File: config.mk
export PLATFORM = sky130hd
export DESIGN_NAME = burst_addr_seq
export DESIGN_NICKNAME = d
export VERILOG_FILES = /design/src/rtl/bseq_pkg.sv /design/src/rtl/bseq_strobe_decode.sv /design/src/rtl/bseq_burst_ctr.sv /design/src/rtl/bseq_sel_state.sv /design/src/rtl/burst_addr_seq.sv
export SDC_FILE = /design/constraint.sdc
export NUM_CORES = 1
export LEC_CHECK = 0
export BUFFER_PORTS_ARGS = -buffer_cell sky130_fd_sc_hd__clkbuf_2
export CORE_MARGIN = 3
export CORE_UTILIZATION = 42
export CTS_BUF_LIST = sky130_fd_sc_hd__clkbuf_8
export CTS_CLUSTER_DIAMETER = 100
export DETAILED_ROUTE_END_ITERATION = 7
export PLACE_DENSITY = 0.74
export SYNTH_ARGS = -nofsm -noshare
export SYNTH_HDL_FRONTEND = slang
export SYNTH_SLANG_ARGS = --single-unit
File: constraint.sdc
create_clock -name clk -period 1.5 [get_ports clk]
set_input_delay 0 -clock clk [delete_from_list [all_inputs] [get_ports clk]]
set_output_delay 0 -clock clk [all_outputs]
set_load 0.05 [all_outputs]
File: src/rtl/bseq_pkg.sv
package bseq_pkg;
  typedef enum logic [1:0] {
    OP_HOLD  = 2'd0,
    OP_LOAD  = 2'd1,
    OP_DESEL = 2'd2,
    OP_ADV   = 2'd3
  } seq_op_e;
endpackage

File: src/rtl/bseq_strobe_decode.sv
module bseq_strobe_decode
  import bseq_pkg::*;
(
  input  logic    clk,
  input  logic    rst_n,
  input  logic    ce_master_n,
  input  logic    ce_hi,
  input  logic    ce_lo_n,
  input  logic    strb_proc_n,
  input  logic    strb_ctrl_n,
  input  logic    adv_n,
  input  logic    selected,
  output seq_op_e op
);
  logic enables_all;
  logic ctrl_seen;
  logic proc_seen;
  logic strobe_hit;

  assign enables_all = !ce_master_n && ce_hi && !ce_lo_n;
  assign ctrl_seen   = !strb_ctrl_n;
  // processor strobe is gated by the master enable
  assign proc_seen   = !strb_proc_n && !ce_master_n;
  // controller strobe wins when both are present; qualification is the same
  assign strobe_hit  = ctrl_seen || proc_seen;

  always_comb begin
    if (strobe_hit)              op = enables_all ? OP_LOAD : OP_DESEL;
    else if (!adv_n && selected) op = OP_ADV;
    else                         op = OP_HOLD;
  end

  // master inactive and no controller strobe -> no load or deselect
  p_proc_blocked_r3: assert property (@(posedge clk) disable iff (!rst_n)
    (ce_master_n && strb_ctrl_n) |-> (op != OP_LOAD && op != OP_DESEL));
  // no advance while in standby
  p_no_adv_standby_r12: assert property (@(posedge clk) disable iff (!rst_n)
    !selected |-> op != OP_ADV);
endmodule

File: src/rtl/bseq_burst_ctr.sv
module bseq_burst_ctr
  import bseq_pkg::*;
#(
  parameter int ADDR_W  = 16,
  parameter int BURST_W = 2
) (
  input  logic              clk,
  input  logic              rst_n,
  input  seq_op_e           op,
  input  logic [ADDR_W-1:0] addr_in,
  input  logic              order_xor,
  output logic [ADDR_W-1:0] word_addr
);
  localparam int UPPER_W = ADDR_W - BURST_W;

  logic [ADDR_W-1:0]  base_q;
  logic [BURST_W-1:0] beat_q;
  logic [BURST_W-1:0] low_bits;

  function automatic logic [BURST_W-1:0] burst_low(
    input logic [BURST_W-1:0] start,
    input logic [BURST_W-1:0] beat,
    input logic               interleave);
    if (interleave) return start ^ beat;
    else            return start + beat;
  endfunction

  always_ff @(posedge clk or negedge rst_n) begin
    if (!rst_n) begin
      base_q <= '0;
      beat_q <= '0;
    end else begin
      case (op)
        OP_LOAD: begin
          base_q <= addr_in;
          beat_q <= '0;
        end
        OP_ADV:  beat_q <= beat_q + 1'b1;
        default: ;
      endcase
    end
  end

  assign low_bits  = burst_low(base_q[BURST_W-1:0], beat_q, order_xor);
  assign word_addr = {base_q[ADDR_W-1:BURST_W], low_bits};

  // an advance steps the beat by exactly one
  p_adv_step_r6: assert property (@(posedge clk) disable iff (!rst_n)
    op == OP_ADV |=> beat_q == BURST_W'($past(beat_q) + 1'b1));
  // upper address bits move only on a load
  p_upper_fixed_r10: assert property (@(posedge clk) disable iff (!rst_n)
    op != OP_LOAD |=> $stable(word_addr[ADDR_W-1:ADDR_W-UPPER_W]));
  // a load restarts the burst at beat zero
  p_load_restart_r11: assert property (@(posedge clk) disable iff (!rst_n)
    op == OP_LOAD |=> beat_q == '0);
endmodule

File: src/rtl/bseq_sel_state.sv
module bseq_sel_state
  import bseq_pkg::*;
(
  input  logic    clk,
  input  logic    rst_n,
  input  seq_op_e op,
  output logic    selected,
  output logic    standby
);
  always_ff @(posedge clk or negedge rst_n) begin
    if (!rst_n) begin
      selected <= 1'b0;
      standby  <= 1'b1;
    end else if (op == OP_LOAD) begin
      selected <= 1'b1;
      standby  <= 1'b0;
    end else if (op == OP_DESEL) begin
      selected <= 1'b0;
      standby  <= 1'b1;
    end
  end

  p_excl_r1: assert property (@(posedge clk) disable iff (!rst_n)
    selected != standby);
  p_load_sel_r2: assert property (@(posedge clk) disable iff (!rst_n)
    op == OP_LOAD |=> selected && !standby);
  p_desel_r5: assert property (@(posedge clk) disable iff (!rst_n)
    op == OP_DESEL |=> !selected && standby);
endmodule

File: src/rtl/burst_addr_seq.sv
module burst_addr_seq
  import bseq_pkg::*;
#(
  parameter int ADDR_W  = 16,
  parameter int BURST_W = 2
) (
  input  logic              clk,
  input  logic              rst_n,
  input  logic              ce_master_n,
  input  logic              ce_hi,
  input  logic              ce_lo_n,
  input  logic              strb_proc_n,
  input  logic              strb_ctrl_n,
  input  logic              adv_n,
  input  logic              order_xor,
  input  logic [ADDR_W-1:0] addr_in,
  output logic [ADDR_W-1:0] word_addr,
  output logic              selected,
  output logic              standby
);
  seq_op_e op;

  bseq_strobe_decode u_dec (
    .clk(clk), .rst_n(rst_n), .ce_master_n(ce_master_n), .ce_hi(ce_hi),
    .ce_lo_n(ce_lo_n), .strb_proc_n(strb_proc_n), .strb_ctrl_n(strb_ctrl_n),
    .adv_n(adv_n), .selected(selected), .op(op)
  );

  bseq_burst_ctr #(.ADDR_W(ADDR_W), .BURST_W(BURST_W)) u_ctr (
    .clk(clk), .rst_n(rst_n), .op(op), .addr_in(addr_in),
    .order_xor(order_xor), .word_addr(word_addr)
  );

  bseq_sel_state u_sel (
    .clk(clk), .rst_n(rst_n), .op(op), .selected(selected), .standby(standby)
  );

  // idle cycles leave the address alone
  p_hold_r9: assert property (@(posedge clk) disable iff (!rst_n)
    (op == OP_HOLD || op == OP_DESEL) |=> $stable(word_addr));
  // load presents the external address
  p_load_addr_r2: assert property (@(posedge clk) disable iff (!rst_n)
    op == OP_LOAD |=> word_addr == $past(addr_in));
endmodule

# Yosys cells after proc, flatten, opt, wreduce, memory -nomap -nowiden
# Index checks and enable logic that the tools add are counted.
[word_totals]
register_bits = 20
input_bits = 25
output_inout_bits = 18
word_cells = 31
[op_classes]
addsub = 2
n_eq_ne = 3
n_mux = 9
bitwise_logic = 1
reduce_logical = 12
[ops]
columns = ["cell", "n"]
rows = [
  ["two-way mux 2 bit", 4],
  ["logical NOT 1 bit", 5],
  ["== test 2 bit, second input constant", 2],
  ["logical AND 1 bit", 4],
  ["two-way mux 1 bit", 4],
  ["one-hot mux 2 bit (2 select lines)", 1],
  ["nonzero test 2 bit", 2],
  ["adder 2 x 1 -> 2 bit, second input constant", 1],
  ["adder 2 bit", 1],
  ["== test 2 x 1 -> 1 bit, second input constant", 1],
  ["bitwise XOR 2 bit", 1],
  ["logical OR 1 bit", 1],
]

# Longest topological paths before layout
# Gate-level depths: netlist of run 1.
[logic_depth]
ltp_word = 8
depth_mapped = 7
depth_no_buf = 6

# Cells and area by module
# From an unflattened synthesis of run 1, not the netlist that was laid out.
[unflattened]
cells_unflattened = 77
area_unflattened_um2 = 1046.0
[by_module_without_submodules]
columns = ["module", "n_inst", "cells_each", "area_per_inst_um2", "seq_area_each_um2"]
rows = [
  ["bseq_burst_ctr", 1, 62, 890.9, 450.4],
  ["bseq_sel_state", 1, 8, 103.8, 51.3],
  ["bseq_strobe_decode", 1, 7, 51.3, 0.0],
]

# Least setup slack after synthesis of run 1
# No wires, ideal clock.
[synth_timing]
path_kind = "reg2reg"
start = "register u_sel.selected"
end = "register u_ctr.base_q[10]"
setup_ns = 0.125
arrival_ns = 1.858
required_ns = 1.375
path_slack_ns = -0.483
stages_incl_launch_ff = 7
n_path_buf = 2
period_less_slack_ns = 1.983
path_cell_list = "dfrtp_1 nand2b_1 mux2i_2 ha_1 buf_2 buf_4 mux2_2"
[synth_between]
elab_chain_len = 4
[synth_rtl]
columns = ["item", "line_no", "rtl"]
rows = [
  ["from (decl)", "bseq_sel_state.sv:7", "output logic selected,"],
  ["from (signal assigned)", "bseq_sel_state.sv:12", "selected <= 1'b0;"],
  ["from (signal assigned)", "bseq_sel_state.sv:15", "selected <= 1'b1;"],
  ["from (signal assigned)", "bseq_sel_state.sv:18", "selected <= 1'b0;"],
  ["logical AND 1 bit", "bseq_strobe_decode.sv:29", "else if (!adv_n && selected) op = OP_ADV;"],
  ["two-way mux 2 bit", "bseq_strobe_decode.sv:29", ""],
  ["two-way mux 2 bit", "bseq_strobe_decode.sv:28", "if (strobe_hit) op = enables_all ? OP_LOAD : OP_DESEL;"],
  ["== test 2 x 1 -> 1 bit", "bseq_burst_ctr.sv:33", "case (op)"],
  ["to (signal assigned)", "bseq_burst_ctr.sv:35", "base_q <= addr_in;"],
  ["to (decl)", "bseq_burst_ctr.sv:16", "logic [ADDR_W-1:0] base_q;"],
]
# No other way between the ends.
# A chain may end at the register's enable or synchronous reset.

# Worst setup path in the final report of run 1
[layout_timing]
start = "register u_sel.selected"
end = "register u_ctr.base_q[7]"
# The elaborated chain is that of the path after synthesis.

==> metrics list, run 1 <==
- For the pin with the worst max-slew slack, the measured transition is 482.0 ps.
* Post-place instance area: 1166 µm²
- For this run, the top clock speed supported by timing is 678.8 MHz.
- For this run, the register share of the synthesized area comes to 0.5128.
- Relative contribution of sequential cells to total power: 0.343
- Post-synthesis async set-or-reset flop share: 1.000
- DR vias: 722
* Fin area: 1525 µm²
- The share of total power dissipated in the clock network is 0.171.
- Dividing the detail-routed wire length by the instance count gives 13.68 µm.
- The clock net in this run drives a total of 20 sinks.
- Core Rows: 16
- For flop-to-flop paths, the worst setup slack is 30 ps.
- Final Routed Wirelength: 2.120 mm
- The number of cells on the worst reg-to-reg path is 6.
* Number of instances on the worst hold path: 3
- Mean cell area of the mapped netlist: 13.40 µm²
* Yosys warnings: 0
- Final Hold Vio Count: 0
- Clk_lat worst skew: 250 ps
* Total congestion overflow after global routing: 0
* Placeable Area: 2082 µm²
- The final max-slew violation count was 0.
* TritonCTS clock tree: yes
- In the finished design, the share of the clock period the worst path needs comes to 0.9822.
- For this run, the post-layout net count is 157.
* IR drop worst, VDD: 1.108 mV
- Mapped Nets: 101
- Initial drt markers: 4
- Remaining antenna violation count after routing: 0
- Starting Density: 0.4700
- Logic gate share of total power: 0.485
- Of the cells placed in the final design, the portion with a size suffix greater than 1 is 0.6406.
- Most used flip-flop cell after synthesis: sky130_fd_sc_hd__dfrtp_1
* Final antenna diode count: 0
* Maximum level of the CTS H-tree: 1
- After routing, the total negative slack on setup checks comes to 0 ps.
- The number of antenna violations at the first check in global routing was 0.
* Clk Tree Root Cell: sky130_fd_sc_hd__clkbuf_8
- Max Fanout on Critical Path: 8
- Switching power: 0.9863 mW
- Counting flops and latches in the post-synthesis netlist gives 20.
* Global router's overall resource usage: 0.1379
- Clock slew at reported path FFs: 70 ps
* Wire length of the first global-routing pass: 2.967 mm
- Internal power comes to 1.322 mW.
* Cell accounting for the most synthesized area: sky130_fd_sc_hd__dfrtp_1
- STA classifies the critical path startpoint as a flop.
- The die is 54.27 µm tall.
- By count the netlist is led by sky130_fd_sc_hd__dfrtp_1, sky130_fd_sc_hd__mux2_2, sky130_fd_sc_hd__buf_4, sky130_fd_sc_hd__ha_1.
* Outcome: finished, final reports clean
- CP Data Required Time: 1640 ps
- Of the total power, the share spent switching nets is 0.4273.
* Number of placed I/O pins: 43
* Vias in the first global route: 720
- Type of the most critical hold path: input pin to flop
- CTS Buffer Depth: 2
* Placed cells: 132
* Number of detailed-route iterations in the first pass: 2
- The area growth from synthesis to layout is 55.88%.
- Post-detailed-route via-to-cell ratio: 4.658
- Setup repair after global routing could not meet its margin everywhere.
- Power comes to 2.308 mW.
- Input and output buffers added on the ports amount to 42.
- The worst setup path is of the flop to flop kind.
- Once layout is complete, the cells apart from fillers number 155.
- Count of flip-flops with a built-in enable after synthesis: 0
- Subtracting the final worst setup slack from the clock period gives 1473 ps.
- STA classifies the critical path endpoint as a flop.
- By area the synthesized netlist is led by sky130_fd_sc_hd__dfrtp_1, sky130_fd_sc_hd__mux2_2, sky130_fd_sc_hd__buf_4.
- Max Cap Violations: 0
- Setup violations remaining at the end of the flow were counted as 0.
- Slew HR: 0.6787
- Data arrives at the worst endpoint at 1610 ps.
- Synthesized netlist cell count: 73
* Netlist cell types: 21
* Post-synthesis instance area: 978.4 µm²
- Number of buffers inserted during clock tree synthesis: 3
- Most frequent cell after synthesis: sky130_fd_sc_hd__dfrtp_1
- Gpl congestion: 0.6651
- For this design the static power due to leakage is 0.7521 nW.
- Die W: 54.27 µm
- Overall die area: 2945 µm²
- Pin count of the biggest net entering global routing: 21
- In this run the power density over the cells is 1513 nW/µm².
- In the routed design, unresolved DRC markers number 0.
- Between clock sinks in the finished design, the worst skew comes to 1.420 ps.
* Share of Yosys cell area claimed by the top area cell type: 0.4859
-- cells in the final DEF (no fill, tap or decap), types with 2 or more instances in the layout --
master / n
sky130_fd_sc_hd__clkbuf_8: 4
sky130_fd_sc_hd__o21ai_0: 2
sky130_fd_sc_hd__mux2_4: 16
sky130_fd_sc_hd__dfrtp_1: 17
sky130_fd_sc_hd__buf_6: 2
sky130_fd_sc_hd__clkbuf_2: 41
sky130_fd_sc_hd__dlygate4sd3_1: 17
sky130_fd_sc_hd__dfrtp_2: 2
sky130_fd_sc_hd__ha_1: 2
sky130_fd_sc_hd__buf_4: 5
-- path summary, 6_finish.rpt --
path	from	endpoint
max	u_sel.selected	u_ctr.base_q[7]
min	strb_ctrl_n	u_ctr.beat_q[1]
max reg2reg	u_sel.selected	u_ctr.base_q[7]
min reg2reg	u_sel.standby	u_sel.standby
max in group asynchronous	rst_n	u_sel.selected
min in group asynchronous	rst_n	u_ctr.base_q[0]
-- sequential cells by signal, summed over array words and instances, names as in the netlist --
name            flops
u_sel.standby       1
u_ctr.base_q       16
u_sel.selected      1
u_ctr.beat_q        2
-- power groups by stage --
stage                     Sequential [mW]  Combinational [mW]  Clock, mW
after floorplan                     0.783               0.930          0
after global placement              0.782               0.969          0
after detailed placement            0.791               0.986          0
after CTS                           0.782                1.02      0.412
after global routing                0.818                1.19      0.439
final                               0.792                1.12      0.395
-- layout make-up --
cell class | count | area (µm²)
fill | 141 | 556.8
multi-input combinational | 37 | 474.2
tap | 27 | 33.78
sequential | 20 | 504.2
timing repair buffer | 67 | 457.9
clock buffer | 4 | 55.05
-- what timing repair did --
action                                  CTS  global route
gates resized for setup                   4            27
gates cloned                              0             1
pin swaps                                 0             1
hold buffers                             17             0
hold endpoints to repair                 35             0
buffers inserted                          0             1
endpoints found under the setup margin   16            17
-- metrics by stage --
stage	util	setup WS, ps	hold WS (ps)
final	0.7326	26.75	133.3
after global routing	0.7326	-32.55	162.2
after CTS	0.6749	-14.88	81.65
after detailed placement	0.5601	-54.32	-14.71
after global placement	0.5601	-30.19	-19.86
after floorplan	-	-206.4	-295.6
-- critical path, stage by stage, from the launching register on --
cell and delay [ps]:
sky130_fd_sc_hd__dfrtp_2 430, sky130_fd_sc_hd__nand2b_4 100, sky130_fd_sc_hd__nor2_4 50, sky130_fd_sc_hd__a21oi_4 150
sky130_fd_sc_hd__ha_4 180, sky130_fd_sc_hd__buf_8 140, sky130_fd_sc_hd__mux2_4 300
-- logic make-up after synthesis --
| kind of cell | synth area share |
|---|---|
| AOI/OAI and AO/OA | 0.04732 |
| xor gates and xnor gates | 0.02686 |
| adders and majority gates | 0.03837 |
| buffers and inverters | 0.1202 |
| DFF | 0.5128 |
| muxes | 0.2097 |
| and+or+nand+nor | 0.04475 |
-- layer usage --
metal / track usage / part of all wire
met5: 0 / 0
met4: 0.01245 / 0
met3: 0.03270 / 0.047
met2: 0.2789 / 0.54
met1: 0.1461 / 0.42
No activity file was read; power rests on OpenSTA's default activity.
==> run 2, diff against run 1 <==
- REMOVE_ABC_BUFFERS: unset -> 1
==> run 2 against run 1 <==
  * Critical path depth did not move
  * Wire length fell by 4.8%
  * Count of clock-buffer cells in the layout fell by 1
  * First-iteration DRC count rose by 25%
  * Cell count did not move
  * Clock skew rose by 0.81 ps
  * Total power rose by 4.5%
  * Sequential share of layout area fell by 0.25 points
  * Highest routed layer unchanged
==> metrics list, run 2 (synthesis results as in run 1) <==
- The longest clock path from root to sink contains 2 buffers.
- Of all nets on the critical path, the largest fanout is 7.
- Timing analysis after detailed placement gives a worst setup slack of -88.52 ps.
* Final setup viols: 0
* Vias in the first global route: 742
- Traced cell by cell, the critical path runs through nand2b_4 -> nor2_4 -> a21oi_4 -> ha_4 -> buf_8 -> mux2_4.
- Most common cell after layout, fill and taps aside: sky130_fd_sc_hd__clkbuf_2
- Buf/Inv on CP: 1
* Register bank with the most flops: u_ctr.base_q
* Crit share post-route: 0.9727
- Global router's overall resource usage: 0.1562
* Clk_lat worst skew: 250 ps
* CP Data Required Time: 1640 ps
* Maximum level of the CTS H-tree: 1
- Initial drt markers: 5
- The share of total power dissipated in sequential elements is 0.325.
- Unrepaired setup endpoints after global routing: yes
- WL per Instance: 13.03 µm
* Layout Area Growth over Synthesis: 56.27%
* Type of the most critical hold path: input pin to flop
- The total area inside the core boundary comes to 2082 µm².
- Broken down by cell family, the worst path's largest delay share belongs to flip-flops.
- The clock net in this run drives a total of 20 sinks.
- In this run, CTS created clock tree buffers numbering 3.
- DR vias: 710
- Post-detailed-route via-to-cell ratio: 4.581
* Setup crit start kind: flop
- Endpoint type of the worst setup path: flop
* Post-place instance area: 1142 µm²
- In this run the remaining antenna-violating nets after routing total 0.
* Final worst path period need: 1459 ps
- After filler insertion, the fill cell instance count of the layout stands at 143.
- The internal portion of the total power is 1.429 mW.
- The first detailed-routing pass ran for 3 iterations.
- Critical Path AT: 1600 ps
- Summed over all layers, the routed wires come to 2.019 mm.
- In the layout the commonest cells are sky130_fd_sc_hd__clkbuf_2, sky130_fd_sc_hd__dfrtp_1, sky130_fd_sc_hd__dlygate4sd3_1, sky130_fd_sc_hd__mux2_4, sky130_fd_sc_hd__buf_4.
- Switching power: 0.9818 mW
* Static leakage power: 0.7576 nW
* Area used by multi-input combinational logic: 466.7 µm²
- For this design the ratio of total power to cell area is 1577 nW/µm².
- Count of buffers from port buffering: 42
* Clock slew at reported path FFs: 70 ps
* Critical path class: flop to flop
- Max FFs per register: 16
* Clk Tree Root Cell: sky130_fd_sc_hd__clkbuf_8
- The share of total power dissipated in the clock network is 0.219.
- Across the run, the number of max-cap violations was 0.
* Largest registers: u_ctr.base_q: 16 flops, u_ctr.beat_q: 2 flops
- Area occupied by registers: 501.7 µm²
- Of the total power, combinational logic draws 0.456.
* Slew HR: 0.6844
* Overall die area: 2945 µm²
- Gpl congestion: 0.7670
* Fraction of layout cells with a size suffix above 1: 0.6172
- Actual slew at the worst max-slew pin: 473.5 ps
- Between clock sinks in the finished design, the worst skew comes to 2.229 ps.
- Entering global routing, the biggest net connects 21 pins.
- Pin placement for this block handled 43 I/O pins.
* DRC errors left: 0
* Count of pins over their slew limit: 0
- Delay contributed by the slowest stage of the critical path: 410 ps
- Setup WS post-layout: 40.92 ps
* Max Freq: 685.4 MHz
- The flow ran to the end, and the final reports show no timing, DRC or antenna violations.
* Fin area: 1529 µm²
- IR drop worst, VDD: 1.346 mV
- Starting Density: 0.4700
- Max stage delay cell, worst path: sky130_fd_sc_hd__dfrtp_1
- The first global-routing pass estimated 3.325 mm of wire.
- The floorplan step set the die width to 54.27 µm.
- Final Hold Vio Count: 0
* Vert. Die Dim: 54.27 µm
* Antenna violations before repair: 0
- Final HPWL DP: 1.332 mm
* Sw Share: 0.4072
- TritonCTS built the clock tree.
* Core Rows: 16
- The net count of the finished layout is 157.
* Total congestion overflow after global routing: 0
* Final antenna diode count: 0
## run 2: repair_timing
item                                   4_1_cts  5_1_grt
gates resized for setup                     17       12
gates cloned                                 1        0
pin swaps                                    1        1
endpoints found under the hold margin       35        0
hold buffers                                17        0
setup endpoints to repair                   16       17
buffers inserted                             2        0
## run 2: stage by stage
step	power [mW]	util	hold slack (ps)	cells	TNS [ps]
4_1_cts	2.394	0.7037	90.76	155	-404.2
3_5_place_dp	1.757	0.5487	-19.94	131	-1080
5_1_grt	2.518	0.7344	182.3	155	-59.32
3_3_place_gp	1.740	0.5487	-18.87	131	-610.0
2_1_floorplan	1.522	-	-295.6	57	-9394
6_report	2.411	0.7344	140.0	155	0
## run 2: final cells by class
| type | count | area share |
|---|---|---|
| Multi-Input combinational cell | 37 | 0.3052 |
| Tap cell | 27 | 0.02209 |
| Clock buffer | 3 | 0.02700 |
| Clock inverter | 1 | 0.01964 |
| Sequential cell | 20 | 0.3281 |
| Timing Repair Buffer | 67 | 0.2979 |
## run 2: final timing paths
path / from / depth (start not counted) / slack [ps] / to
worst max-delay path: u_sel.selected / 6 / 40 / u_ctr.base_q[13]
min in group asynchronous: rst_n / 2 / 230 / u_ctr.base_q[4]
worst min register to register: u_sel.standby / 2 / 500 / u_sel.standby
max in group asynchronous: rst_n / 2 / 920 / u_sel.standby
worst min-delay path: strb_ctrl_n / 3 / 140 / u_ctr.beat_q[1]
worst max register to register: u_sel.selected / 6 / 40 / u_ctr.base_q[13]
## run 2: worst reg2reg max path, cell delays in order (launching register included)
cell and delay (ps):
sky130_fd_sc_hd__dfrtp_1 410, sky130_fd_sc_hd__nand2b_4 110, sky130_fd_sc_hd__nor2_4 40, sky130_fd_sc_hd__a21oi_4 150
sky130_fd_sc_hd__ha_4 190, sky130_fd_sc_hd__buf_8 140, sky130_fd_sc_hd__mux2_4 310
## run 2: power by group through the flow
stage | Sequential [mW] | Clock [mW] | Combinational, mW
6_report | 0.783 | 0.528 | 1.10
5_1_grt | 0.804 | 0.558 | 1.16
4_1_cts | 0.780 | 0.535 | 1.08
3_5_place_dp | 0.786 | 0 | 0.972
3_3_place_gp | 0.780 | 0 | 0.959
2_1_floorplan | 1.21 | 0 | 0.317
## run 2: per-layer routing
metal  wire length, µm  vias up  part of all wire  track usage
met3               115        0             0.057      0.02452
met5                 0        -                 0            0
li1                  -      343                 -            -
met4                 0        0                 0      0.03734
met2              1018       28              0.50       0.2570
met1               885      339              0.44       0.2154
==> run 3, diff against run 2 <==
- CORE_MARGIN: 3 -> 2
==> run 3 against run 2 <==
  * The flow now finishes with violations (negative setup slack)
  * Count of clock-buffer cells in the layout stayed put
  * Non-clock buffer count fell by 3
  * Worst setup slack worse by 47 ps
  * Utilization down 5.0 points
  * Clock power fell by 36%
  * Register-to-register slack worse by 50 ps
==> metrics list, run 3 (synthesis results as in run 1) <==
- Power Total: 2.234 mW
- Final worst path period need: 1506 ps
* Number of placed I/O pins: 43
- The HPWL after detailed placement is 1.220 mm.
- Overall die area: 2732 µm²
- After detailed routing, the average wire length per cell comes to 13.65 µm.
* Number of detailed-route iterations in the first pass: 3
* Largest registers: u_ctr.base_q: 16 flops, u_ctr.beat_q: 2 flops
- Remaining antenna violation count after routing: 0
- Clk_lat worst skew: 250 ps
- Counting flops per register, the top entry is u_ctr.base_q.
- Maximum level of the CTS H-tree: 1
- TritonCTS built the clock tree.
- Die W: 52.27 µm
- Final-layout fill cell count: 173
- The number of placed instances, taps included, is 130.
- For this run, the total global-route usage over all layers was measured as 0.1448.
- Actual slew at the worst max-slew pin: 475.6 ps
* Switching power: 0.9785 mW
- Most common cell after layout, fill and taps aside: sky130_fd_sc_hd__clkbuf_2
* Unrepaired setup endpoints after global routing: yes
- Summing all placed instances gives a cell area of 1141 µm².
- The checks that failed: negative setup slack.
- For this design, the slowest cell found on the critical path is sky130_fd_sc_hd__dfrtp_1.
- Max Cap Violations: 0
- Area used by multi-input combinational logic: 466.7 µm²
* Most used cells in the layout excluding fill and tap cells: sky130_fd_sc_hd__clkbuf_2, sky130_fd_sc_hd__dfrtp_1, sky130_fd_sc_hd__dlygate4sd3_1, sky130_fd_sc_hd__mux2_4, sky130_fd_sc_hd__clkbuf_8
- Summed negative setup slack over all endpoints: -25.24 ps
- Post-layout util: 0.6844
- Slew HR: 0.6829
- Max Fanout on Critical Path: 8
* Non-filler cells in the finished layout: 153
- Static timing analysis puts the maximum clock frequency at 664.0 MHz.
* Number of buffers inserted during clock tree synthesis: 3
- CP Data Required Time: 1630 ps
* Clock slew at reported path FFs: 70 ps
* Vias in the first global route: 750
- Post-detailed-route via-to-cell ratio: 4.686
* Starting Density: 0.4423
* Clk_skew: 1.219 ps
* Static leakage power: 0.7442 nW
- Critical Path AT: 1640 ps
- Kind of cell with the highest combined delay on the critical path: flip-flops
- Post-layout nets: 154
- Area occupied by registers: 501.7 µm²
* Placeable Area: 2212 µm²
* Antenna violations before repair: 0
- Logic gate share of total power: 0.495
- Buffers placed on the I/O ports in this run total 42.
- Wire length of the first global-routing pass: 2.946 mm
- CTS Buffer Depth: 2
- From synthesis to final layout, the design area changed by 54.73%.
- The detailed router finished its first iteration with 2 violations.
- Worst path cell trace: nand2b_4 -> nor2_4 -> a21oi_4 -> ha_4 -> clkbuf_16 -> mux2_4
- Int Power: 1.256 mW
- Vert. Die Dim: 52.27 µm
- For this design, the sink count on the clock tree is 20.
- Fraction of layout cells with a size suffix above 1: 0.6000
- Of the total power, the share spent switching nets is 0.4379.
- The repair_antennas step left the layout with diodes totalling 0.
- Crit share post-route: 1.004
- DRC errors left: 0
- Buf/Inv on CP: 1
- After routing the design area is 1514 µm².
- The final layout contains routed wiring with a total length of 2.088 mm.
- Across the VDD grid, the largest voltage drop is 1.304 mV.
- Count of pins over their slew limit: 0
* Delay contributed by the slowest stage of the critical path: 420 ps
- Type of the most critical hold path: input pin to flop
* Part of the total power dissipated in the clock network: 0.152
- Max FFs per register: 16
- Clk Tree Root Cell: sky130_fd_sc_hd__clkbuf_8
- DR vias: 717
- For this design the ratio of total power to cell area is 1476 nW/µm².
- Critical path class: flop to flop
- Core Rows: 17
- Routability-driven placement finished with a final weighted congestion of 0.7215.
- Outcome: finished, violations left
- Relative contribution of sequential cells to total power: 0.353
* Pin count of the biggest net entering global routing: 21
- STA classifies the critical path endpoint as a flop.
- Setup WS post-layout: -6.072 ps
- STA classifies the critical path startpoint as a flop.
- Setup violations remaining at the end of the flow were counted as 6.
* Total congestion overflow after global routing: 0
- Final Hold Vio Count: 0
==> run 3: layout make-up <==
class	count	share of cell area
Multi-Input combinational cell	37	0.3083
Sequential cell	20	0.3314
Tap cell	28	0.02314
Timing Repair Buffer	64	0.3074
Clock buffer	3	0.02727
Clock inverter	1	0.002479
==> run 3: path summary, 6_finish.rpt <==
path | from | to | slack [ps] | depth (start not counted)
max in group asynchronous | rst_n | u_sel.standby | 920 | 2
min in group asynchronous | rst_n | u_ctr.base_q[5] | 240 | 2
worst max-delay path | u_sel.selected | u_ctr.base_q[7] | -6 | 6
worst min register to register | u_sel.standby | u_sel.standby | 490 | 2
worst min-delay path | strb_proc_n | u_ctr.beat_q[1] | 150 | 4
worst max register to register | u_sel.selected | u_ctr.base_q[7] | -6 | 6
==> run 3: through the flow <==
stage	worst slack (ps)	hold WS, ps
6_report	-6.072	146.3
5_1_grt	-60.59	173.5
4_1_cts	-42.82	126.0
3_5_place_dp	-110.0	-15.13
3_3_place_gp	-48.56	-26.59
2_1_floorplan	-553.0	-295.6
==> run 3: repair_timing <==
item | in CTS | in global routing
endpoints found under the setup margin | 16 | 17
hold buffers | 17 | 0
hold endpoints to repair | 35 | 0
resized for setup | 2 | 23
buffers inserted | 0 | 0
gates cloned | 0 | 2
==> run 3: tightest hold or removal path: stages <==
cell and delay, ps:
sky130_fd_sc_hd__clkbuf_2 100, sky130_fd_sc_hd__o21ai_4 90, sky130_fd_sc_hd__nand3_1 80, sky130_fd_sc_hd__o21ai_0 80
==> run 3: power by group through the flow <==
stage	combinational [mW]	clock, mW	sequential [mW]
global route	1.16	0.376	0.807
finish	1.11	0.340	0.789
global placement	0.955	0	0.785
CTS	1.01	0.348	0.778
floorplan	0.317	0	1.21
detailed placement	0.971	0	0.785
==> run 3: routing by layer <==
metal / part of all wire / global-route usage / up-vias
li1: - / - / 342
met1: 0.43 / 0.1746 / 343
met2: 0.52 / 0.2658 / 32
met3: 0.050 / 0.03143 / 0
met4: 0 / 0.02564 / 0
met5: 0 / 0 / -
